<file path="config.mk">
export PLATFORM = sky130hd
export DESIGN_NAME = key_event_seq
export DESIGN_NICKNAME = d
export VERILOG_FILES = /design/src/rtl/key_seq_pkg.sv /design/src/rtl/key_seq_fifo.sv /design/src/rtl/key_seq_pacer.sv /design/src/rtl/key_event_seq.sv
export SDC_FILE = /design/constraint.sdc
export NUM_CORES = 1
export LEC_CHECK = 0
export BUFFER_PORTS_ARGS = -buffer_cell sky130_fd_sc_hd__buf_2
export CORE_MARGIN = 1
export CORE_UTILIZATION = 40
export DETAILED_ROUTE_END_ITERATION = 10
export PLACE_DENSITY_LB_ADDON = 0.15
export SYNTH_ARGS = -nofsm -noshare
export SYNTH_HDL_FRONTEND = slang
export SYNTH_SLANG_ARGS = --single-unit
</file>
<file path="constraint.sdc">
create_clock -name clk -period 3.1 [get_ports clk]
set_clock_uncertainty 0.2 [all_clocks]
set_input_delay 0.155 -clock clk [delete_from_list [all_inputs] [get_ports clk]]
set_output_delay 0.155 -clock clk [all_outputs]
set_load 0.02 [all_outputs]
</file>
<file path="src/rtl/key_seq_pkg.sv">
package key_seq_pkg;
  localparam int CODE_W = 7;
  localparam int REQ_W  = CODE_W + 2;
  localparam int NKEYS  = 1 << CODE_W;
  localparam logic [CODE_W-1:0] CTRL_CODE  = 7'h7C;
  localparam logic [CODE_W-1:0] SHIFT_CODE = 7'h7D;

  typedef struct packed {
    logic              act;
    logic              press;
    logic [CODE_W-1:0] code;
  } key_step_t;

  typedef enum logic {PH_PREP, PH_LIFT} seq_phase_t;

  // Next modifier correction; releases first (ctrl, shift), then presses.
  function automatic key_step_t mod_step(input logic c_held, input logic s_held,
                                         input logic c_need, input logic s_need);
    key_step_t s;
    s = '0;
    if (c_held && !c_need) begin
      s.act = 1'b1; s.press = 1'b0; s.code = CTRL_CODE;
    end else if (s_held && !s_need) begin
      s.act = 1'b1; s.press = 1'b0; s.code = SHIFT_CODE;
    end else if (c_need && !c_held) begin
      s.act = 1'b1; s.press = 1'b1; s.code = CTRL_CODE;
    end else if (s_need && !s_held) begin
      s.act = 1'b1; s.press = 1'b1; s.code = SHIFT_CODE;
    end
    return s;
  endfunction

  function automatic logic [CODE_W-1:0] req_code(input logic [REQ_W-1:0] r);
    return r[CODE_W-1:0];
  endfunction
  function automatic logic req_shift(input logic [REQ_W-1:0] r);
    return r[CODE_W];
  endfunction
  function automatic logic req_ctrl(input logic [REQ_W-1:0] r);
    return r[CODE_W+1];
  endfunction
endpackage

</file>
<file path="src/rtl/key_seq_fifo.sv">
module key_seq_fifo #(
  parameter int WIDTH = 9,
  parameter int DEPTH = 8
) (
  input  logic             clk,
  input  logic             rst_n,
  input  logic             push,
  input  logic [WIDTH-1:0] din,
  input  logic             pop,
  output logic [WIDTH-1:0] dout,
  output logic             full,
  output logic             empty
);
  localparam int AW = (DEPTH > 1) ? $clog2(DEPTH) : 1;
  localparam int CW = $clog2(DEPTH + 1);

  logic [WIDTH-1:0] mem [DEPTH];
  logic [AW-1:0]    wr_ptr, rd_ptr;
  logic [CW-1:0]    count;
  logic             do_push, do_pop;

  assign full    = (count == CW'(DEPTH));
  assign empty   = (count == '0);
  assign do_push = push && !full;
  assign do_pop  = pop && !empty;
  assign dout    = mem[rd_ptr];

  function automatic logic [AW-1:0] bump(input logic [AW-1:0] p);
    return (p == AW'(DEPTH - 1)) ? '0 : p + 1'b1;
  endfunction

  always_ff @(posedge clk) begin
    if (do_push) mem[wr_ptr] <= din;
  end

  always_ff @(posedge clk or negedge rst_n) begin
    if (!rst_n) begin
      wr_ptr <= '0;
      rd_ptr <= '0;
      count  <= '0;
    end else begin
      if (do_push) wr_ptr <= bump(wr_ptr);
      if (do_pop)  rd_ptr <= bump(rd_ptr);
      case ({do_push, do_pop})
        2'b10:   count <= count + 1'b1;
        2'b01:   count <= count - 1'b1;
        default: count <= count;
      endcase
    end
  end

  a_r8_count_bound: assert property (@(posedge clk) disable iff (!rst_n)
    count <= CW'(DEPTH));
  a_r8_full_holds: assert property (@(posedge clk) disable iff (!rst_n)
    (full && !pop) |=> full);
endmodule

</file>
<file path="src/rtl/key_seq_pacer.sv">
module key_seq_pacer #(
  parameter int CNT_W = 7
) (
  input  logic             clk,
  input  logic             rst_n,
  input  logic             scan,
  input  logic             load,
  input  logic [CNT_W-1:0] load_val,
  output logic             idle
);
  logic [CNT_W-1:0] cnt;

  assign idle = (cnt == '0);

  always_ff @(posedge clk or negedge rst_n) begin
    if (!rst_n) cnt <= '0;
    else if (scan) begin
      if (load)            cnt <= load_val;
      else if (cnt != '0)  cnt <= cnt - 1'b1;
    end
  end

  a_r5_load_when_idle: assert property (@(posedge clk) disable iff (!rst_n)
    load |-> (scan && idle));
  a_r7_still_between_scans: assert property (@(posedge clk) disable iff (!rst_n)
    !scan |=> $stable(cnt));
endmodule

</file>
<file path="src/rtl/key_event_seq.sv">
module key_event_seq
  import key_seq_pkg::*;
#(
  parameter int FIFO_DEPTH  = 8,
  parameter int HOLD_SCANS  = 10,
  parameter int DELAY_SCANS = 100
) (
  input  logic              clk,
  input  logic              rst_n,
  input  logic              req_valid,
  input  logic [8:0]        req_data,
  output logic              req_ready,
  input  logic              scan,
  output logic              ev_valid,
  output logic              ev_press,
  output logic [6:0]        ev_code,
  output logic [127:0]      held_keys
);
  localparam int LONGEST = (DELAY_SCANS > HOLD_SCANS) ? DELAY_SCANS : HOLD_SCANS;
  localparam int CNT_W   = $clog2(LONGEST + 1);

  // Named internal events
  logic             fifo_full, fifo_empty, fifo_pop;
  logic [REQ_W-1:0] fifo_dout;
  logic             cur_valid;
  logic [REQ_W-1:0] cur_req;
  seq_phase_t       phase;
  logic             pace_idle, pace_load;
  logic [CNT_W-1:0] pace_val;
  logic             step_ok, delay_tok;
  logic             ev_fire, ev_press_n, to_lift, req_done;
  logic [CODE_W-1:0] ev_code_n;
  key_step_t        mstep;

  assign req_ready = !fifo_full;
  assign fifo_pop  = !cur_valid && !fifo_empty;

  key_seq_fifo #(.WIDTH(REQ_W), .DEPTH(FIFO_DEPTH)) u_fifo (
    .clk(clk), .rst_n(rst_n),
    .push(req_valid), .din(req_data),
    .pop(fifo_pop), .dout(fifo_dout),
    .full(fifo_full), .empty(fifo_empty)
  );

  key_seq_pacer #(.CNT_W(CNT_W)) u_pacer (
    .clk(clk), .rst_n(rst_n), .scan(scan),
    .load(pace_load), .load_val(pace_val), .idle(pace_idle)
  );

  assign step_ok   = scan && pace_idle && cur_valid;
  assign delay_tok = (req_code(cur_req) == '0);
  assign mstep     = mod_step(held_keys[CTRL_CODE], held_keys[SHIFT_CODE],
                              req_ctrl(cur_req), req_shift(cur_req));

  always_comb begin
    ev_fire    = 1'b0;
    ev_press_n = 1'b0;
    ev_code_n  = '0;
    pace_load  = 1'b0;
    pace_val   = CNT_W'(HOLD_SCANS);
    to_lift    = 1'b0;
    req_done   = 1'b0;
    if (step_ok) begin
      pace_load = 1'b1;
      if (delay_tok) begin
        pace_val = CNT_W'(DELAY_SCANS);
        req_done = 1'b1;
      end else if (phase == PH_LIFT) begin
        ev_fire   = 1'b1;
        ev_code_n = req_code(cur_req);
        req_done  = 1'b1;
      end else if (mstep.act) begin
        ev_fire    = 1'b1;
        ev_press_n = mstep.press;
        ev_code_n  = mstep.code;
      end else begin
        ev_fire    = 1'b1;
        ev_press_n = 1'b1;
        ev_code_n  = req_code(cur_req);
        to_lift    = 1'b1;
      end
    end
  end

  always_ff @(posedge clk or negedge rst_n) begin
    if (!rst_n) begin
      cur_valid <= 1'b0;
      cur_req   <= '0;
      phase     <= PH_PREP;
      held_keys <= '0;
      ev_valid  <= 1'b0;
      ev_press  <= 1'b0;
      ev_code   <= '0;
    end else begin
      if (fifo_pop) begin
        cur_valid <= 1'b1;
        cur_req   <= fifo_dout;
        phase     <= PH_PREP;
      end else if (req_done) begin
        cur_valid <= 1'b0;
      end else if (to_lift) begin
        phase <= PH_LIFT;
      end
      if (ev_fire) held_keys[ev_code_n] <= ev_press_n;
      ev_valid <= ev_fire;
      ev_press <= ev_press_n;
      ev_code  <= ev_code_n;
    end
  end

  // Scans since the last change, saturating at the hold count
  logic [CNT_W-1:0] since_ev;
  always_ff @(posedge clk or negedge rst_n) begin
    if (!rst_n) since_ev <= CNT_W'(HOLD_SCANS);
    else if (ev_fire) since_ev <= '0;
    else if (scan && since_ev < CNT_W'(HOLD_SCANS)) since_ev <= since_ev + 1'b1;
  end

  a_r2_held_follows: assert property (@(posedge clk) disable iff (!rst_n)
    ev_fire |=> (held_keys[$past(ev_code_n)] == $past(ev_press_n)));
  a_r3_mods_before_main: assert property (@(posedge clk) disable iff (!rst_n)
    to_lift |-> (held_keys[CTRL_CODE] == req_ctrl(cur_req) &&
                 held_keys[SHIFT_CODE] == req_shift(cur_req)));
  a_r4_mods_kept: assert property (@(posedge clk) disable iff (!rst_n)
    (req_done && !delay_tok) |=> (held_keys[CTRL_CODE] == req_ctrl($past(cur_req)) &&
                                  held_keys[SHIFT_CODE] == req_shift($past(cur_req))));
  a_r5_hold_gap: assert property (@(posedge clk) disable iff (!rst_n)
    ev_fire |-> (since_ev >= CNT_W'(HOLD_SCANS)));
  a_r6_delay_silent: assert property (@(posedge clk) disable iff (!rst_n)
    (step_ok && delay_tok) |=> (!ev_valid && $stable(held_keys)));
  a_r7_one_cycle_event: assert property (@(posedge clk) disable iff (!rst_n)
    ev_valid |=> !ev_valid);
endmodule

</file>
# After elaboration in Yosys (flattened, before gate mapping)
# Memory sizes are Yosys's and may differ from the RTL's. A register that Yosys moved wholly into a read port is not among the register bits.
# Cells that the tools add are included.
# classes
add_sub_neg	5
n_reduce_logical	28
n_mux	39
eq_ne	6
order_cmp	2
# op_table
cell	n
128-bit bitwise mux	1
7-bit 2-to-1 mux	8
9-bit 2-to-1 mux	4
1-bit 2-to-1 mux	22
7-bit logical NOT	2
1-bit logical AND	10
1-bit logical NOT	8
7-bit by 8-bit < comparator with 1-bit output, second input constant	1
4-bit case mux with 2 select lines	1
2-bit nonzero test	4
1-bit demux with 7-bit select	1
7-bit by 1-bit >= comparator with 1-bit output, second input constant	1
7-bit nonzero test	1
7-bit by 1-bit subtractor with 7-bit output, second input constant	1
3-bit by 1-bit adder with 3-bit output, second input constant	2
3-bit equality test, second input constant	2
3-bit 2-to-1 mux	2
4-bit by 1-bit adder with 4-bit output, second input constant	1
4-bit equality test, second input constant	1
4-bit logical NOT	1
2-bit AND reduction	2
4-bit by 1-bit subtractor with 4-bit output, second input constant	1
2-bit by 1-bit equality test with 1-bit output, second input constant	1
2-bit equality test, second input constant	1
2-bit by 1-bit inequality test with 1-bit output, second input constant	1
# word_totals
wordCells	91
mem_bits_rw	72
reg_bits	156
n_memories	1
# mem_list
name	words	word_bits	rd	rd_clocked_by_memory_dff	wr	line	rtl
u_fifo.mem	8	9	1	1	1	key_seq_fifo.sv:17	logic [WIDTH-1:0] mem [DEPTH];

# Depth between registers and ports, before layout
# logic_depth
ltp_word	15
mapped_depth	10
depth_no_buf	10

# Hierarchy
# Synthesis repeated with hierarchy kept, for this count alone.
# unflattened
cells_unflattened	767
hier_area_um2	10497.6
# by_module_without_submodules
mod	area_per_inst_um2	n_inst	cells_per_inst
key_event_seq	6581.3	1	538
key_seq_fifo	3424.5	1	174
key_seq_pacer	491.7	1	55

# Worst setup path after synthesis
# Ideal clock, no wire load.
# synth_timing
path_type	flip-flop to flip-flop
startpoint	register u_pacer.cnt[3]
endpoint	register held_keys[29]
path_stages_with_launch	8
arrival_time_ns	2.313
setup_time_ns	0.132
slack_ns	0.456
n_path_buf	2
period_less_slack_ns	2.644
path_cell_list	dfrtp_1 or4_1 buf_2 or3_4 or4_4 buf_6 o21ai_2 o31ai_2
# synth_between
elab_chain_len	9
# synth_rtl
item	line	rtl
start: declaration	key_seq_pacer.sv:11	logic [CNT_W-1:0] cnt;
start signal: assignment	key_seq_pacer.sv:18	if (load) cnt <= load_val;
start signal: assignment	key_seq_pacer.sv:19	else if (cnt != '0) cnt <= cnt - 1'b1;
7-bit logical NOT (*)	key_seq_pacer.sv:13	assign idle = (cnt == '0);
1-bit logical AND (*) (2 in series)	key_event_seq.sv:50	assign step_ok = scan && pace_idle && cur_valid;
7-bit 2-to-1 mux	key_event_seq.sv:63	if (step_ok) begin
7-bit by 8-bit < comparator with 1-bit output (not written as such) / 7-bit by 1-bit >= comparator with 1-bit output (equally long branches)	key_event_seq.sv:104	if (ev_fire) held_keys[ev_code_n] <= ev_press_n;
1-bit logical AND (not written as such)	key_event_seq.sv:104	
1-bit 2-to-1 mux (not written as such)	key_event_seq.sv:104	
1-bit demux with 7-bit select	key_event_seq.sv:104	
128-bit bitwise mux	key_event_seq.sv:104	
end signal: indexed assignment	key_event_seq.sv:104	
end: declaration	key_event_seq.sv:17	output logic [127:0] held_keys
# Every way passes the cells marked *; elsewhere a longest branch is shown, timed or not.
# A chain may end at the register's enable or synchronous reset.

# Worst setup path in the final report
# layout_timing
startpoint	register u_pacer.cnt[3]
endpoint	register held_keys[5]
# The elaborated chain is that of the path after synthesis.

==> metrics.md <==
| Metric | Value |
|---|---|
| Outcome | `finished, final reports clean` |
| Critical Path AT | `3.03 ns` |
| Fin area | `12400 um2` |
| Port Buffer Count | `150` |
| Synth area leader | `dfrtp_1` |
| Async SR Flop Fraction | `0.696` |
| Synth Flop Type | `dfrtp_1` |
| Cts bufs inserted | `27` |
| Multi-input gate area | `3650 um2` |
| Setup Total Neg Slack | `0 ns` |
| Top area cells in the synthesized netlist | `dfrtp_1 40%, edfxtp_1 21%, mux2_2 8.4%, mux4_2 4.0%, o31ai_1 3.8%` |
| Share of cells above drive strength 1 | `0.342` |
| Largest net degree at the start of global routing | `69` |
| Die W | `162 um` |
| Critical setup path kind | `reg -> reg` |
| Fmax achieved | `350 MHz` |
| Crit share post-route | `0.923` |
| Post-synth EDFFs | `72` |
| Cells after Synth | `784` |
| Worst slew margin | `0.341` |
| CP Max Fanout | `8` |
| Syn_area_per_cell | `13.0 um2` |
| Placed cell areas | `11400 um2` |
| Total number of vias | `6908` |
| GPL Wtd Cong | `0.796` |
| Leakage Power | `5.50 nW` |
| First-pass DRT Iterations | `4` |
| Pre-CTS setup slack | `0.255 ns` |
| GRT Total Usage | `0.190` |
| Fill cells | `2313` |
| Syn nets | `807` |
| CP required | `3.27 ns` |
| H-tree lvl count | `1` |
| Warnings from Yosys | `0` |
| Initial antenna violation count | `0` |
| Hold WC Path Type | `in -> async` |
| Power Density | `694 nW/um2` |
| Global-route wire length before repair | `38800 um` |
| Seq/Total Area, Yosys | `0.616` |
| Fin crit period | `2.86 ns` |
| Final ANT Viol Nets | `0` |
| Die footprint | `26200 um2` |
| Clk slew on worst S/H paths | `0.06 ns` |
| CTS tree | `done` |
| WL per Instance | `19.2 um` |
| Vias in the first global route | `6651` |
| Max-slew violations | `0` |
| Final setup fails | `0` |
| Startpoint types | `flip-flop` |
| Antenna diode count | `0` |
| Max_cap viols | `0` |
| Register Area | `6290 um2` |
| Post-CTS sizing | `0` |
| Post-CTS Setup Bufs | `0` |
| Final worst slack | `0.240 ns` |
| RSZ-0062 raised after global routing | `no` |
| Tightest Pin Transition | `0.984 ns` |
| Nets | `964` |
| IO Pins | `151` |
| Post-synth cell types | `53` |
| Crit end category | `flip-flop` |
| Core area | `25100 um2` |
| Via density | `5.35` |
| Post-DP HPWL | `16700 um` |
| Area Growth Syn to Fin | `20.9%` |
| Clock latency at the later pin of the worst-skew pair | `0.52 ns` |
| Peak supply drop | `0.484 mV` |
| Clk buf depth | `3` |
| Initial core utilization | `0.407` |
| Netlist Area Pre-Place | `10200 um2` |
| Die H | `162 um` |
| Final hold vios | `0` |
| Clock sink total | `237` |
| Drt total wl | `24800 um` |
| Total gr overflow | `0` |
| Post-synth top area share | `0.404` |
| Initial DRC Count | `533` |
| DRC Markers | `0` |
| Synth Register Bits | `237` |
| FP Rows | `58` |
| Clk root buf | `clkbuf_16` |
repair_timing:
action | 4_1_cts | 5_1_grt
endpoints found under the setup margin | 0 | 0
hold buffers | 12 | 0
endpoints found under the hold margin | 190 | 0
layer usage:
metal | GRT usage | up-vias | share of wire
li1 | - | 3277 | -
met5 | 0 | - | 0
met2 | 0.306 | 178 | 0.47
met3 | 0.0350 | 30 | 0.047
met1 | 0.266 | 3423 | 0.46
met4 | 0.0459 | 0 | 0.021
state kept, by name, summed over array words and instances, names as in the netlist:
register	flops
ev_code	7
u_fifo.rd_ptr	3
cur_valid	1
u_fifo.mem	72
u_fifo.count	4
ev_valid	1
u_pacer.cnt	7
phase	1
ev_press	1
cur_req	9
u_fifo.wr_ptr	3
held_keys	128
final timing paths:
path / start / endpoint / slack, ns / cells past startpoint
max: u_pacer.cnt[3] / held_keys[5] / 0.24 / 5
min reg2reg: held_keys[0] / held_keys[0] / 0.17 / 0
min: rst_n / held_keys[87] / 0.009 / 2
max reg2reg: u_pacer.cnt[3] / held_keys[5] / 0.24 / 5
min in group clk: held_keys[0] / held_keys[0] / 0.17 / 0
max in group asynchronous: rst_n / held_keys[56] / 1.80 / 3
cells by family after synthesis:
logic type | count (synthesis) | share of synthesized area
buffers and inverters | 70 | 0.0285
xor gates and xnor gates | 5 | 0.00429
and+or+nand+nor | 204 | 0.105
DFF | 237 | 0.616
muxes | 107 | 0.137
AOI/OAI and AO/OA | 151 | 0.0965
adders and majority gates | 10 | 0.0130
cells in the mapped netlist (5+ instances only):
cell,count
mux2_2,76
nor3_1,29
nand2_1,21
nor2_1,39
o21ai_0,58
dfrtp_1,165
buf_2,17
mux2i_1,10
mux4_2,18
ha_1,9
clkbuf_1,40
nand2b_1,8
inv_1,10
nand3_1,54
nand4_1,14
o31ai_1,52
edfxtp_1,72
a21oi_1,14
nor4_1,11
nor2b_1,5
layout make-up:
cell class              count  share of cell area
repair buffers            188              0.0909
multi-input cells         477               0.296
clock inverters            12             0.00912
clock buffers              37              0.0586
flip-flops and latches    237               0.509
well taps                 330              0.0334
inverters                  10             0.00304
worst max-delay path, stage by stage (launching register included):
cell and delay [ns]:
dfrtp_1 0.41, or4_1 0.69, or3_4 0.47, or4_1 0.63, o21ai_0 0.21, o31ai_1 0.10
through the flow:
| stage | cells | hold slack [ns] | utilization | power [mW] |
|---|---|---|---|---|
| finish | 1291 | 0.00937 | 0.492 | 8.57 |
| global route | 1291 | 0.0542 | 0.492 | 9.01 |
| global placement | 1230 | 0.0236 | 0.454 | 5.60 |
| floorplan | 784 | -0.341 | - | 5.02 |
| detailed placement | 1230 | 0.0184 | 0.454 | 5.62 |
| CTS | 1291 | 0.0319 | 0.492 | 8.68 |
cells in the final DEF (no fill, tap or decap), drive strengths merged, types with 11 or more instances in the layout:
master	instances
buf	176
dfrtp	165
mux2	79
edfxtp	72
o21ai	62
o31ai	56
nand3	55
nor2	40
clkbuf	37
nor3	31
nand2	21
mux4	18
nand4	14
a21oi	14
dlygate4sd3	12
nor4	11
report_power, final:
| part | switching [mW] | total [mW] | internal (mW) | leakage, nW |
|---|---|---|---|---|
| sequential | 0.250 | 3.77 | 3.52 | 2.90 |
| clock | 1.22 | 3.01 | 1.79 | 0.409 |
| combinational | 1.12 | 1.79 | 0.667 | 2.20 |
Note: power is estimated with default switching activity, not from simulation.
